--- src/rtl/burst_seq_pkg.sv ---
// Package: shared burst order encoding and the low-bit mapping function.
// Assumes: a burst length that is a power of two, so the mapping wraps naturally.
package burst_seq_pkg;

    typedef enum logic {
        ORD_INTERLEAVED = 1'b0,
        ORD_LINEAR      = 1'b1
    } burst_order_e;

    // Map a start offset and a beat index to the offset presented for that beat.
    function automatic logic [1:0] map_offset(input logic [1:0] start,
                                              input logic [1:0] beat,
                                              input burst_order_e ord);
        logic [1:0] r;
        if (ord == ORD_LINEAR) r = start + beat;
        else                   r = start ^ beat;
        return r;
    endfunction

endpackage

--- src/rtl/burst_load_ctrl.sv ---
// burst_load_ctrl: decodes the two strobes and advance into one capture
// and one step command per cycle.
// Assumes: the inputs are synchronous to clk; a capture always beats a step.
module burst_load_ctrl (
    input  logic strobe_cpu,
    input  logic strobe_ctl,
    input  logic advance,
    output logic load,
    output logic step
);

    // Merge the strobes and suppress the step whenever a capture takes place.
    always_comb begin
        load = strobe_cpu | strobe_ctl;
        step = advance & ~load;
    end

endmodule

--- src/rtl/burst_beat_ctr.sv ---
// burst_beat_ctr: wrapping beat counter of BEAT_W bits.
// Assumes: load and step are never high together (burst_load_ctrl guarantees this).
module burst_beat_ctr #(
    parameter int BEAT_W = 2
) (
    input  logic              clk,
    input  logic              rst_n,
    input  logic              load,
    input  logic              step,
    output logic [BEAT_W-1:0] beat
);

    logic [BEAT_W-1:0] beat_q;

    // Reset or capture clears the count; a step adds one modulo 2**BEAT_W.
    always_ff @(posedge clk) begin
        if (!rst_n)    beat_q <= '0;
        else if (load) beat_q <= '0;
        else if (step) beat_q <= beat_q + 1'b1;
    end

    assign beat = beat_q;

    // a step moves the count forward by exactly one, wrapping at the top.
    a_r4_step_wraps: assert property (@(posedge clk) disable iff (!rst_n)
        (step && !load) |=> beat_q == BEAT_W'($past(beat_q) + 1'b1));

    // with no command the count does not move.
    a_r5_beat_holds: assert property (@(posedge clk) disable iff (!rst_n)
        (!step && !load) |=> $stable(beat_q));

    // after a reset edge the count is zero.
    a_r1_beat_reset: assert property (@(posedge clk)
        !rst_n |=> beat_q == '0);

endmodule

--- src/rtl/burst_base_reg.sv ---
// burst_base_reg: holds the captured start address of the current burst.
// Assumes: a capture is the only way the stored value changes, apart from reset.
module burst_base_reg #(
    parameter int AW = 19
) (
    input  logic          clk,
    input  logic          rst_n,
    input  logic          load,
    input  logic [AW-1:0] addr_in,
    output logic [AW-1:0] base
);

    logic [AW-1:0] base_q;

    // Capture the external address on a strobe; otherwise keep the value.
    always_ff @(posedge clk) begin
        if (!rst_n)    base_q <= '0;
        else if (load) base_q <= addr_in;
    end

    assign base = base_q;

    // a capture stores the address that was present at the edge.
    a_r2_capture: assert property (@(posedge clk) disable iff (!rst_n)
        load |=> base_q == $past(addr_in));

    // without a capture the stored start address stays untouched.
    a_r8_base_holds: assert property (@(posedge clk) disable iff (!rst_n)
        !load |=> $stable(base_q));

endmodule

--- src/rtl/burst_order_map.sv ---
// burst_order_map: forms the output address from the start address and the beat.
// Assumes: AW > BEAT_W; only the low BEAT_W bits depend on the beat index.
module burst_order_map #(
    parameter int AW     = 19,
    parameter int BEAT_W = 2
) (
    input  logic [AW-1:0]     base,
    input  logic [BEAT_W-1:0] beat,
    input  logic              order_lin,
    output logic [AW-1:0]     addr
);
    import burst_seq_pkg::*;

    localparam int UPPER_W = AW - BEAT_W;

    logic [BEAT_W-1:0] offs;

    generate
        if (BEAT_W == 2) begin : g_pkg_map
            // Use the shared two-bit mapping for the standard four-beat burst.
            always_comb offs = map_offset(base[1:0], beat,
                                          burst_order_e'(order_lin));
        end else begin : g_wide_map
            // For other burst lengths, add or XOR over the whole offset field.
            always_comb offs = order_lin ? base[BEAT_W-1:0] + beat
                                         : base[BEAT_W-1:0] ^ beat;
        end
    endgenerate

    // Join the unchanged upper field with the mapped offset.
    always_comb addr = {base[AW-1:BEAT_W], offs};

    // the upper field always comes straight from the start address.
    always_comb begin
        a_r8_upper_passthru: assert (addr[AW-1:BEAT_W] == base[AW-1 -: UPPER_W]);
    end

endmodule

--- src/rtl/burst_seq.sv ---
// burst_seq: top of the burst address sequencer. Captures a start address on
// either strobe, steps a four-beat burst on advance, in counting or interleaved order.
// Assumes: all inputs are synchronous to clk; order_lin is tied low when unused.
module burst_seq #(
    parameter int AW = 19
) (
    input  logic          clk,
    input  logic          rst_n,
    input  logic          strobe_cpu,
    input  logic          strobe_ctl,
    input  logic          advance,
    input  logic          order_lin,
    input  logic [AW-1:0] addr_in,
    output logic [AW-1:0] addr_out,
    output logic [1:0]    beat_idx
);

    localparam int BEAT_W = 2;

    logic          load;
    logic          step;
    logic [AW-1:0] base;

    burst_load_ctrl u_ctrl (
        .strobe_cpu (strobe_cpu),
        .strobe_ctl (strobe_ctl),
        .advance    (advance),
        .load       (load),
        .step       (step)
    );

    burst_base_reg #(.AW(AW)) u_base (
        .clk     (clk),
        .rst_n   (rst_n),
        .load    (load),
        .addr_in (addr_in),
        .base    (base)
    );

    burst_beat_ctr #(.BEAT_W(BEAT_W)) u_beat (
        .clk   (clk),
        .rst_n (rst_n),
        .load  (load),
        .step  (step),
        .beat  (beat_idx)
    );

    burst_order_map #(.AW(AW), .BEAT_W(BEAT_W)) u_map (
        .base      (base),
        .beat      (beat_idx),
        .order_lin (order_lin),
        .addr      (addr_out)
    );

    // any strobe, even together with advance, gives the captured address at beat 0.
    a_r3_single_capture: assert property (@(posedge clk) disable iff (!rst_n)
        (strobe_cpu || strobe_ctl) |=>
            (beat_idx == 2'd0 && base == $past(addr_in)));

    // an idle cycle with a steady order_lin leaves the output address unchanged.
    a_r5_addr_holds: assert property (@(posedge clk) disable iff (!rst_n)
        (!strobe_cpu && !strobe_ctl && !advance) |=>
            (order_lin != $past(order_lin)) || $stable(addr_out));

    // no strobe means the upper output bits are unchanged.
    a_r8_upper_stable: assert property (@(posedge clk) disable iff (!rst_n)
        (!strobe_cpu && !strobe_ctl) |=> $stable(addr_out[AW-1:2]));

endmodule

--- config.mk ---
export PLATFORM = sky130hd
export DESIGN_NAME = burst_seq
export DESIGN_NICKNAME = d
export VERILOG_FILES = /design/src/rtl/burst_seq_pkg.sv /design/src/rtl/burst_load_ctrl.sv /design/src/rtl/burst_beat_ctr.sv /design/src/rtl/burst_base_reg.sv /design/src/rtl/burst_order_map.sv /design/src/rtl/burst_seq.sv
export SDC_FILE = /design/constraint.sdc
export NUM_CORES = 1
export LEC_CHECK = 0
export CAP_MARGIN = 0
export CORE_MARGIN = 5
export CORE_UTILIZATION = 40
export CTS_CLUSTER_DIAMETER = 200
export DETAILED_ROUTE_END_ITERATION = 6
export PLACE_DENSITY = 0.79
export SLEW_MARGIN = 20
export SYNTH_ARGS = -nofsm -noshare
export SYNTH_HDL_FRONTEND = slang
export SYNTH_SLANG_ARGS = --single-unit
--- constraint.sdc ---
create_clock -name clk -period 1.5 [get_ports clk]
set_input_delay 0.3 -clock clk [delete_from_list [all_inputs] [get_ports clk]]
set_output_delay 0.3 -clock clk [all_outputs]
set_load 0.01 [all_outputs]
==> results_dict.tcl, run 1 <==
set metrics [dict create \
    status "completed" \
    detail-route-antenna-nets 0 \
    grt_pass1_wl_um 3820 \
    num_vias 860 \
    fmax_mhz 681 \
    post-place-ws_ns -0.351 \
    dieArea_um2 3850 \
    path_clk_slew_ns 0.12 \
    viasPerCell 4.94 \
    hp-class "flip-flop to flip-flop" \
    cts_buffers 3 \
    crit_required_ns 1.20 \
    crit_path_start_kind "flip-flop" \
    drv_slew 0 \
    cts_tree "done" \
    yosysSeqAreaShare_pct 38.8 \
    first_pass_iters 4 \
    drc 0 \
    port-buffer-count 45 \
    placed_cells 170 \
    r2r_cells 2 \
    p_per_area_nw_per_um2 726 \
    grt_start_max_net_pins 35 \
    wire_per_inst_um 14.0 \
    coreArea_um2 2540 \
    setup_viol 0 \
    hold_viol 0 \
    min_path_cells 2 \
    hold_ws_ns 0.554 \
    synth-seq-cells 21 \
    nNetsFinal 171 \
    worstPathMaxFanout 2 \
    die_width_um 62.0 \
    clock_sinks 21 \
    antenna_cells 0 \
    ys_types 18 \
    rsz0062_at_grt "yes" \
    netlist_area_um2 1080 \
    antenna_found_initial 0 \
    place_congestion 0.726 \
    chipHeight_um 62.0 \
    drt_iter0_drc 38 \
    cp.arrival_ns 1.17 \
    ir_drop_mv 0.389 \
    syn_inst 115 \
    dp_hpwl_um 1690 \
    grt_pass1_vias 890 \
    min_period_ns 1.47 \
    fin_cells 174 \
    layout-drive-gt1-share_pct 15.3 \
    path_class "flip-flop to primary output" \
    ios 46 \
    post_cts_buffers 0 \
    p_total_mw 1.12 \
    initial_utilization_pct 42.6 \
    htree_num_levels 1 \
    leakage_nw 0.786 \
    fin_skew_ns 0.0000789 \
    grt_overflow 0 \
    cts_root_buf "clkbuf_4" \
    clock_latency_ns 0.29 \
    rows 18 \
    clock_path_buffers 2 \
    slew_headroom_pct 87.6 \
    area_growth_pct 42.1 \
    avgSynthCellArea_um2 9.42 \
    ys_warn_count 0 \
    grt_usage_pct 13.3 \
    timing.final.crit_share_pct 97.9 \
    layout_setup_ws_ns 0.0315 \
    worstMarginPinSlew_ns 0.185 \
    routed_wl_um 2440 \
    final_core_util_pct 60.5 \
    worstSetupEndpointType "primary output" \
    syn_nets 141 \
    maxCapViolCount 0 \
]
==> path summary, 6_finish.rpt <==
kind                                 startpoint               to  slack, ns
worst min-delay path             u_base.base[7]   u_base.base[7]       0.55
worst max register to register  u_base.base[17]  u_base.base[17]       0.61
worst min register to register   u_base.base[7]   u_base.base[7]       0.55
worst max-delay path             u_beat.beat[0]      addr_out[1]       0.03
==> state kept, by name (all words and copies together), names as in the netlist <==
signal and flops:
u_base.base 19, u_beat.beat 2
==> critical path, cell delays in order (launching register included) <==
cell     delay, ns
dfxtp_2       0.34
ha_1          0.19
nand2_2       0.08
xnor2_2       0.11
buf_2         0.15
==> power breakdown <==
| group | internal (mW) | switching [mW] |
|---|---|---|
| sequential | 0.591 | 0.0138 |
| combinational | 0.150 | 0.0944 |
| clock | 0.103 | 0.166 |
==> cell families after synthesis <==
group	after synthesis	share of synthesized area (%)
compound gates	40	23.7
fa+ha+maj	1	1.15
buf+inv	27	15.9
flops	21	38.8
xor+xnor	3	2.43
simple gates	23	18.0
==> repair_timing <==
| item | CTS | global route |
|---|---|---|
| pin swaps | 0 | 1 |
| resized for setup | 12 | 20 |
| gates cloned | 0 | 0 |
| endpoints found under the hold margin | 0 | 0 |
| endpoints found under the setup margin | 6 | 16 |
| hold buffers | 0 | 0 |
==> metal layers <==
| layer | up-vias | routed length (um) | global-route usage, % |
|---|---|---|---|
| li1 | 442 | - | - |
| met1 | 394 | 1050 | 16.2 |
| met2 | 22 | 1230 | 22.9 |
| met3 | 2 | 130 | 1.65 |
| met4 | 0 | 34 | 6.36 |
| met5 | - | 0 | 0 |
==> Yosys cell counts (all sizes together) <==
| cell type | count | area [um^2] |
|---|---|---|
| dfxtp | 21 | 420 |
| or3b | 20 | 178 |
| a21boi | 19 | 143 |
| buf | 19 | 138 |
| o21ai | 19 | 95.1 |
| clkbuf | 8 | 35.0 |
| xnor2 | 2 | 17.5 |
| a21bo | 1 | 10.0 |
| a21oi | 1 | 8.76 |
| ha | 1 | 12.5 |
| nand2 | 1 | 3.75 |
| nand3b | 1 | 7.51 |
| nor2 | 1 | 6.26 |
| xor2 | 1 | 8.76 |
==> per-stage QoR <==
step | instance area, um^2 | setup TNS, ns
after floorplan | 1080 | 0
final | 1540 | 0
after CTS | 1480 | 0
after detailed placement | 1460 | -0.843
after global routing | 1540 | -0.0291
after global placement | 1460 | -0.320
==> area by class of cell <==
class / count / area [um^2]
Fill cell: 240 / 1000
Timing Repair Buffer: 52 / 543
Multi-Input combinational cell: 67 / 508
Sequential cell: 21 / 425
Tap cell: 30 / 37.5
Clock buffer: 4 / 26.3
==> cells in the final DEF (no fill, tap or decap), types with 3 or more instances in the layout <==
| cell type | instances |
|---|---|
| a21boi_1 | 19 |
| buf_4 | 6 |
| clkbuf_4 | 3 |
| clkdlybuf4s50_1 | 24 |
| dfxtp_1 | 17 |
| dfxtp_2 | 4 |
| dlygate4sd2_1 | 4 |
| dlymetal6s2s_1 | 15 |
| o21ai_0 | 16 |
| o21ai_1 | 3 |
| or3b_1 | 19 |
No activity file was read; power rests on OpenSTA's default activity.
==> run 2: changes to the inputs <==
--- a/config.mk
+++ b/config.mk
@@ -11,6 +11,8 @@
 export CTS_CLUSTER_DIAMETER = 200
 export DETAILED_ROUTE_END_ITERATION = 6
 export PLACE_DENSITY = 0.79
+export RECOVER_POWER = 100
+export SETUP_SLACK_MARGIN = 0.3
 export SLEW_MARGIN = 20
 export SYNTH_ARGS = -nofsm -noshare
 export SYNTH_HDL_FRONTEND = slang
==> run 2 against run 1 <==
Routed wire length grew 9.2%. Worst setup slack lost 0.0019 ns. Largest power group unchanged. Count of clock-buffer cells in the layout is the same. Die area is the same.
==> results_dict.tcl, run 2 (same netlist as run 1, synthesis figures left out) <==
set metrics [dict create \
    area_growth_pct 37.3 \
    wire_per_inst_um 14.9 \
    maxCapViolCount 0 \
    max_stage_delay_ns 0.38 \
    final_core_util_pct 58.5 \
    path_clk_slew_ns 0.12 \
    fin_cells 179 \
    multi_input_area_um2 523 \
    worstPathMaxFanout 2 \
    first_pass_iters 4 \
    met1_length_um 1150 \
    fin_skew_ns 0.0000804 \
    r2r_slack_ns 0.43 \
    hold_ws_ns 0.561 \
    largest_reg_flops 19 \
    ios 46 \
    path_class "flip-flop to primary output" \
    p_total_mw 1.11 \
    chipHeight_um 62.0 \
    grt_usage_pct 14.6 \
    placed_cells 170 \
    viasPerCell 5.08 \
    antenna_found_initial 0 \
    min_period_ns 1.47 \
    status "completed" \
    regArea_um2 425 \
    route.met3.wl_um 153 \
    layout-drive-gt1-share_pct 20.8 \
    cp_top_family "flip-flops" \
    crit_buf_inv 1 \
    worstMarginPinSlew_ns 0.642 \
    layout_setup_ws_ns 0.0295 \
    grt_pass1_vias 928 \
    detail-route-antenna-nets 0 \
    crit_path_start_kind "flip-flop" \
    fillers 254 \
    clock_path_buffers 2 \
    hp-class "flip-flop to flip-flop" \
    fmax_mhz 680 \
    layout.cells.most_common_list "21 x clkdlybuf4s50_1, 20 x or3b_1, 17 x clkbuf_1, 17 x dfxtp_1" \
    slew_headroom_pct 57.2 \
    coreArea_um2 2540 \
    die_width_um 62.0 \
    htree_num_levels 1 \
    drt_iter0_drc 10 \
    mostFrequentLayoutCell "clkdlybuf4s50_1" \
    num_vias 910 \
    grt_overflow 0 \
    timing.final.crit_share_pct 98.0 \
    rsz0062_at_grt "yes" \
    place_congestion 0.726 \
    cp_slowest_cell "dfxtp_2" \
    p_per_area_nw_per_um2 748 \
    drv_slew 0 \
    hold_viol 0 \
    antenna_cells 0 \
    worstPathCellList "ha_4, nand2_4, xnor2_2, buf_2" \
    grt_pass1_wl_um 4190 \
    setup_viol 0 \
    cts_tree "done" \
    nNetsFinal 176 \
    cts_root_buf "clkbuf_4" \
    worstSetupEndpointType "primary output" \
    crit_required_ns 1.20 \
    post-place-ws_ns -0.351 \
    routed_wl_um 2660 \
    rows 18 \
    top_layer "met4" \
    clock_latency_ns 0.29 \
    met2WireLength_um 1330 \
    initial_utilization_pct 42.6 \
    clock_sinks 21 \
    drc 0 \
    dieArea_um2 3850 \
    dp_hpwl_um 1690 \
    grt_start_max_net_pins 20 \
    cts_buffers 3 \
    leakage_nw 0.560 \
    cp.arrival_ns 1.17 \
    ir_drop_mv 0.382 \
    port-buffer-count 45 \
]
==> run 2: changes by cell type in the layout (fill, tap and decap cells not counted), sizes merged <==
cell,before,now
dlymetal6s2s,15,1
clkdlybuf4s15,1,2
buf,8,13
dlygate4sd2,4,2
clkbuf,4,21
clkdlybuf4s50,24,21
bufbuf,0,1
==> run 2: metrics by stage <==
stage | setup TNS (ns) | instance area, um^2
detailed placement | -0.843 | 1460
finish | 0 | 1490
CTS | 0 | 1530
global placement | -0.320 | 1460
floorplan | 0 | 1080
global route | -0.0287 | 1490
==> run 2: metal layers <==
layer  vias to the layer above  global-route usage (%)
li1                        451                       -
met4                         0                    6.36
met3                         2                    1.65
met5                         -                       0
met1                       433                    18.3
met2                        24                    25.0
==> run 2: final cells by class <==
| type | instances | area share (%) |
|---|---|---|
| Multi-Input combinational cell | 67 | 35.2 |
| Timing Repair Buffer | 57 | 32.0 |
| Sequential cell | 21 | 28.6 |
| Tap cell | 30 | 2.52 |
| Clock buffer | 4 | 1.77 |
==> run 2: power breakdown <==
part	switching, mW	internal, mW	total [mW]
registers	0.0161	0.591	0.607
logic	0.0975	0.134	0.232
clock network	0.170	0.103	0.273
total	0.284	0.829	1.11
==> run 2: final timing paths <==
path	start	to	depth (start not counted)
setup / recovery	u_base.base[0]	addr_out[1]	4
setup reg to reg	u_beat.beat[0]	u_beat.beat[1]	5
hold reg to reg	u_base.base[18]	u_base.base[18]	2
hold / removal	u_base.base[18]	u_base.base[18]	2
==> run 2: tightest hold or removal path, delay by kind of cell, from the launching register on <==
| kind | cells | cell delay, ns |
|---|---|---|
| flip-flops | 1 | 0.33 |
| AO/OA/AOI/OAI | 1 | 0.05 |
| AND/OR/NAND/NOR | 1 | 0.15 |
==> run 2: what timing repair did <==
item | 4_1_cts | 5_1_grt
endpoints found under the setup margin | 38 | 21
gates cloned | 2 | 0
pin swaps | 0 | 3
setup buffers | 0 | 3
hold buffers | 0 | 0
gates resized for setup | 61 | 28
